File: src/rtl/gpio_bank_ctrl.sv
module gpio_bank_ctrl #(
  parameter int PINS = 32,
  parameter int ADDR_W = 10,
  parameter logic [7:0] REV_ID = 8'h25
) (
  input  logic              clk,
  input  logic              rst_n,
  input  logic [ADDR_W-1:0] bus_addr,
  input  logic              bus_we,
  input  logic [PINS-1:0]   bus_wdata,
  output logic [PINS-1:0]   bus_rdata,
  input  logic [PINS-1:0]   pin_in,
  output logic [PINS-1:0]   pin_out,
  output logic [PINS-1:0]   pin_dir,
  output logic              irq
);
  localparam logic [ADDR_W-1:0] A_REV  = ADDR_W'('h000);
  localparam logic [ADDR_W-1:0] A_STAT = ADDR_W'('h018);
  localparam logic [ADDR_W-1:0] A_IEN  = ADDR_W'('h01C);
  localparam logic [ADDR_W-1:0] A_DIR  = ADDR_W'('h034);
  localparam logic [ADDR_W-1:0] A_DIN  = ADDR_W'('h038);
  localparam logic [ADDR_W-1:0] A_DOUT = ADDR_W'('h03C);
  localparam logic [ADDR_W-1:0] A_RISE = ADDR_W'('h048);
  localparam logic [ADDR_W-1:0] A_FALL = ADDR_W'('h04C);
  localparam logic [ADDR_W-1:0] A_CLR  = ADDR_W'('h090);
  localparam logic [ADDR_W-1:0] A_SET  = ADDR_W'('h094);
  localparam logic [PINS-1:0]   REV_WORD = {{(PINS-8){1'b0}}, REV_ID};

  logic [PINS-1:0] sync_a, sync_b, sync_prev;
  logic [PINS-1:0] status, ien, rise_en, fall_en;
  logic [PINS-1:0] hit, stat_clr;

  wire wr_stat = bus_we && (bus_addr == A_STAT);
  wire wr_set  = bus_we && (bus_addr == A_SET);
  wire wr_clr  = bus_we && (bus_addr == A_CLR);
  wire wr_dout = bus_we && (bus_addr == A_DOUT);

  assign hit = (sync_b & ~sync_prev & rise_en) | (~sync_b & sync_prev & fall_en);
  assign stat_clr = wr_stat ? bus_wdata : '0;
  assign irq = |(status & ien);

  always_ff @(posedge clk or negedge rst_n) begin
    if (!rst_n) begin
      sync_a    <= '0;
      sync_b    <= '0;
      sync_prev <= '0;
    end else begin
      sync_a    <= pin_in;
      sync_b    <= sync_a;
      sync_prev <= sync_b;
    end
  end

  always_ff @(posedge clk or negedge rst_n) begin
    if (!rst_n) begin
      ien     <= '0;
      rise_en <= '0;
      fall_en <= '0;
      pin_dir <= '1;
    end else if (bus_we) begin
      case (bus_addr)
        A_IEN:   ien     <= bus_wdata;
        A_RISE:  rise_en <= bus_wdata;
        A_FALL:  fall_en <= bus_wdata;
        A_DIR:   pin_dir <= bus_wdata;
        default: ;
      endcase
    end
  end

  always_ff @(posedge clk or negedge rst_n) begin
    if (!rst_n)       pin_out <= '0;
    else if (wr_dout) pin_out <= bus_wdata;
    else if (wr_set)  pin_out <= pin_out | bus_wdata;
    else if (wr_clr)  pin_out <= pin_out & ~bus_wdata;
  end

  always_ff @(posedge clk or negedge rst_n) begin
    if (!rst_n) status <= '0;
    else        status <= (status & ~stat_clr) | hit;
  end

  always_comb begin
    case (bus_addr)
      A_REV:   bus_rdata = REV_WORD;
      A_STAT:  bus_rdata = status;
      A_IEN:   bus_rdata = ien;
      A_DIR:   bus_rdata = pin_dir;
      A_DIN:   bus_rdata = sync_b;
      A_DOUT:  bus_rdata = pin_out;
      A_RISE:  bus_rdata = rise_en;
      A_FALL:  bus_rdata = fall_en;
      default: bus_rdata = '0;
    endcase
  end


  set_port_chk: assert property (@(posedge clk) disable iff (!rst_n)
    wr_set |=> ((pin_out & $past(bus_wdata)) == $past(bus_wdata)));


  clr_port_chk: assert property (@(posedge clk) disable iff (!rst_n)
    wr_clr |=> ((pin_out & $past(bus_wdata)) == '0));


  status_sticky_chk: assert property (@(posedge clk) disable iff (!rst_n)
    !wr_stat |=> ((status & $past(status)) == $past(status)));


  event_wins_chk: assert property (@(posedge clk) disable iff (!rst_n)
    (hit != '0) |=> ((status & $past(hit)) == $past(hit)));


  irq_mask_chk: assert property (@(posedge clk) disable iff (!rst_n)
    (ien == '0) |-> !irq);


  din_ro_chk: assert property (@(posedge clk) disable iff (!rst_n)
    (bus_we && bus_addr == A_DIN) |=> (sync_prev == $past(sync_b)));
endmodule

File: config.mk
export PLATFORM = sky130hd
export DESIGN_NAME = gpio_bank_ctrl
export DESIGN_NICKNAME = d
export VERILOG_FILES = /design/src/rtl/gpio_bank_ctrl.sv
export SDC_FILE = /design/constraint.sdc
export NUM_CORES = 1
export LEC_CHECK = 0
export BUFFER_PORTS_ARGS = -buffer_cell sky130_fd_sc_hd__buf_2
export CORE_ASPECT_RATIO = 2
export CORE_MARGIN = 4
export CORE_UTILIZATION = 52
export DETAILED_ROUTE_END_ITERATION = 8
export HOLD_SLACK_MARGIN = 0.12
export PLACE_DENSITY = 0.81
export SLEW_MARGIN = 20
export SYNTH_ARGS = -nofsm -noshare
export SYNTH_HDL_FRONTEND = slang
export SYNTH_SLANG_ARGS = --single-unit
File: constraint.sdc
create_clock -name clk -period 1.7 [get_ports clk]
set_clock_uncertainty 0.2 [all_clocks]
set_input_delay 0 -clock clk [delete_from_list [all_inputs] [get_ports clk]]
set_output_delay 0 -clock clk [all_outputs]
set_load 0.02 [all_outputs]
---- After elaboration in Yosys (flattened, before gate mapping) ----
Index checks and enable logic that the tools add are counted.
cells by class
  add/subtract/negate cells ............... 0
  muxes and demuxes ....................... 5
  shifts and indexed selects .............. 0
  equality and inequality tests ........... 9
  divide/modulo/power cells ............... 0
  reduce and logical (&&, ||, !) cells .... 11
  multiply operators ...................... 0
  bitwise operators ....................... 14
  $lt $le $gt $ge ......................... 0
operator list
  cell                                             count
  one-hot mux 32 bit (8 select lines)              1
  bitwise AND 32 bit                               7
  2-to-1 mux 32 bit                                4
  inverter 32 bit                                  4
  OR 32 bit                                        3
  OR reduction 32 bit                              1
  == test 10 x 6 -> 1 bit (second input constant)  3
  == test 10 x 5 -> 1 bit (second input constant)  2
  == test 10 x 7 -> 1 bit (second input constant)  2
  == test 10 x 8 -> 1 bit (second input constant)  2
  logical NOT 10 bit                               1
  AND reduction 2 bit                              4
  logical AND 1 bit                                4
  nonzero test 3 bit                               1
word-level totals
  bits of input ports ..................... 77
  memories ................................ 0
  bits in read-only memories .............. 0
  output and inout port bits .............. 97
  memory bits (writable) .................. 0
  bits in latches ......................... 0
  register bits after elaboration ......... 288
  word-level logic and storage cells ...... 48

---- Depth between registers and ports, before layout ----
  word-level depth ........................ 6
  gate-level depth with buffers ........... 8
  gate-level depth less buffers ........... 4

---- Least setup slack after synthesis ----
Ideal clock, no wire load.
  path kind ............................... in2reg
  start point ............................. input port bus_addr[7]
  end point ............................... register ien[10]
  library setup time ...................... 0.125 ns
  path slack .............................. -0.413 ns
  buffers on the path ..................... 4
  data arrival time ....................... 1.788 ns
  cell stages on the path ................. 8
  required time ........................... 1.375 ns
  cells stage by stage .................... or3_1 clkbuf_1 or3_1 buf_2 or2_1 buf_2 buf_6 mux2_4
between the ends
  cells in the longest elaborated chain, start to end .. 2
ends and longest elaborated chain
  element                               RTL line  text
  from (decl)                           8         input logic [ADDR_W-1:0] bus_addr,
  == test 10 x 5 -> 1 bit               61        case (bus_addr)
  AND reduction 2 bit (no source line)  --
  to (signal assigned)                  62        A_IEN: ien <= bus_wdata;
  to (decl)                             30        logic [PINS-1:0] status, ien, rise_en, fall_en;
No other way between the ends.
A chain may end at the register's enable or synchronous reset.

---- Final worst setup path ----
  start point ............................. register status[0]
  end point ............................... output port irq
between the ends
  cells in the longest elaborated chain, start to end .. 2
ends and longest elaborated chain
  element                 RTL line  text
  from (decl)             30
  from (signal assigned)  80        else status <= (status & ~stat_clr) | hit;
  bitwise AND 32 bit      40        assign irq = |(status & ien);
  OR reduction 32 bit     40
  to (decl)               15        output logic irq
No other way between the ends.

==> metrics.cfg <==
[clock_network]
cts_tree=yes
numCtsBuffers=26
cts_max_path_buffers=3
cts-root-buf=clkbuf_16
clkLatencyLatePin_ns=0.55
path_clk_slew_ns=0.07
htree_levels=1
clock_sinks=288
cts_hold_buf=112

[global_route]
antenna_found_initial=3
grt_pass1_wl_mm=63.6
grt_util_all_layers=0.300
met1_usage=0.345
grt_busiest_layer=met2
grt_max_degree=53
grt_util_met3=0.0454
met2_usage=0.527
first_global_vias=11400
gr-total-overflow=0

[timing]
hold_violations=0
rsz0062_at_grt=yes
max_freq_mhz=421
finalSetupTns_ns=-12.62
period_needed_ns=2.38
relSlewSlack=0.681
worstMarginPinSlew_ns=0.479
slew_violations=0
setup_viol=33
period_share=1.40
setup_slack_ns=-0.675
whs_ns=0.0585

[critical_path]
start_kind=flop
cp-startpoint=status[0]
max_stage_delay_ns=0.53
worstPathArrival_ns=2.18
crit_chain=a22oi_1 > nand4_1 > or4_4 > buf_6
path_class=flop to output pin
regToRegStartpoint=ien[24]
crit_path_end_kind=output pin
r2r_cells=3
crit_fanout=2
critPathSlowestCell=or4_4
cp_data_required_time_ns=1.50

[synth]
yosysSeqAreaShare=0.576
synth.avg_cell_area_sq_um=12.9
syn_nets=1050
synth_edf_count=0
synth_async_sr_flop_share=1.00
ys_seq_elements=288
synth_flop_cell=dfrtp_1
ys_warn_count=0
synthCells=973
yosys.cell_types.count=44
netlist_area_sq_um=12600

[placement]
gp_congestion=0.951
dp_hpwl_mm=25.0
placed_cell_area_sq_um=15000
portBuffers=173

[min_path]
hp-start=bus_we
holdPathStages=5
hold_class=input pin to flop

[status]
violations=negative setup slack
status=complete, but fails checks

[detailed_routing]
vias_per_cell=6.19
wire_per_inst_um=24.2
wl_mm=41.0
final_antenna_net_count=0
via_count=10500
first_pass_iters=6
drtIter0Drc=969
drc_errors=0

[power]
p_per_area_nw_per_um2=823
total_power_mw=14.6
p_leak_nw=8.55
ir_drop_uv=819

[cells_and_area]
fin_util=0.746
nNetsFinal=1461
fin_area_sq_um=17800
drive_above_1_share=0.435
area_growth_syn_to_layout_pct=41.3

[die]
start_util=0.528
die_h_um=228
rows=80
die_x_um=118
ioPinCount=174
die_area_sq_um=26900
core-area_sq_um=23800

[run]
drv_cap=0

critical path, delay by kind of cell (launching register included):
family,cells,cell delay [ns]
AO/OA/AOI/OAI,1,0.37
buffers and inverters,1,0.15
flip-flops,1,0.41
AND/OR/NAND/NOR,2,0.71
cell type report:
type	count	area, sq um
Sequential cell	288	7250
Fill cell	1388	6050
Multi-Input combinational cell	581	5430
Timing Repair Buffer	440	3660
Clock buffer	37	753
Tap cell	287	359
Inverter	47	176
Clock inverter	10	138
Antenna cell	3	7.51
where the power goes:
part	total (mW)	internal [mW]	switching [mW]
Clock	6.24	3.55	2.69
Sequential	7.17	7.04	0.135
Combinational	1.23	0.605	0.620
Total	14.6	11.2	3.44
through the flow:
stage / cells / worst slack [ns]
2_1_floorplan: 973 / -0.322
3_5_place_dp: 1496 / -0.456
4_1_cts: 1682 / -0.621
5_1_grt: 1693 / -0.676
6_report: 1693 / -0.675
3_3_place_gp: 1496 / -0.403
worst paths after layout:
kind,endpoint,slack (ns)
min,flop,0.06
max,irq,-0.68
min reg2reg,sync_b[29],0.15
max in group asynchronous,pin_dir[31],0.24
min in group asynchronous,asynchronous set/reset pin,0.29
max reg2reg,ien[24],0.46
what timing repair did:
item | 4_1_cts | 5_1_grt
gates resized for setup | 115 | 29
setup endpoints to repair | 33 | 189
pin swaps | 22 | 12
setup buffers | 31 | 11
hold endpoints to repair | 512 | 65
kinds of logic after synthesis:
group,share of synthesized area
multiplexers,0.202
buffers and inverters,0.0340
flip-flops,0.576
AO/OA/AOI/OAI,0.133
AND/OR/NAND/NOR,0.0550
synth_stat cells (all sizes together) (3+ instances only):
cell,instances,area (sq um)
nor2,14,52.6
o211ai,33,248
dfrtp,256,6410
clkbuf,29,109
a21o,21,158
or4,3,22.5
or3,8,50.1
mux4,15,338
nand2,36,135
o22ai,28,175
mux2,130,1580
a21oi,67,335
buf,28,143
nand4,6,37.5
mux2i,62,621
nand3,3,15.0
nand3b,35,263
inv,47,176
o21ai,36,180
a22oi,17,128
dfstp,32,841
o2bb2ai,39,342
a221o,6,60.1
layout by cell type, fill, tap and decap left out, types with 35 or more instances in the layout:
master         synthesis  routed
mux2_4                30      61
dlygate4sd3_1          0     111
nand3b_1              35      35
mux2i_1               62      57
nand2_1               36      36
a21oi_1               67      37
mux2_2                37      36
buf_2                 12     144
buf_4                  0     111
dfrtp_1              256     256
buf_6                  3      55
metal layers:
layer | part of all wire | wire (um)
met3 | 0.059 | 2430
met2 | 0.52 | 21300
met1 | 0.36 | 14700
met4 | 0.063 | 2590
met5 | 0 | 0
Note: power is estimated with default switching activity, not from simulation.
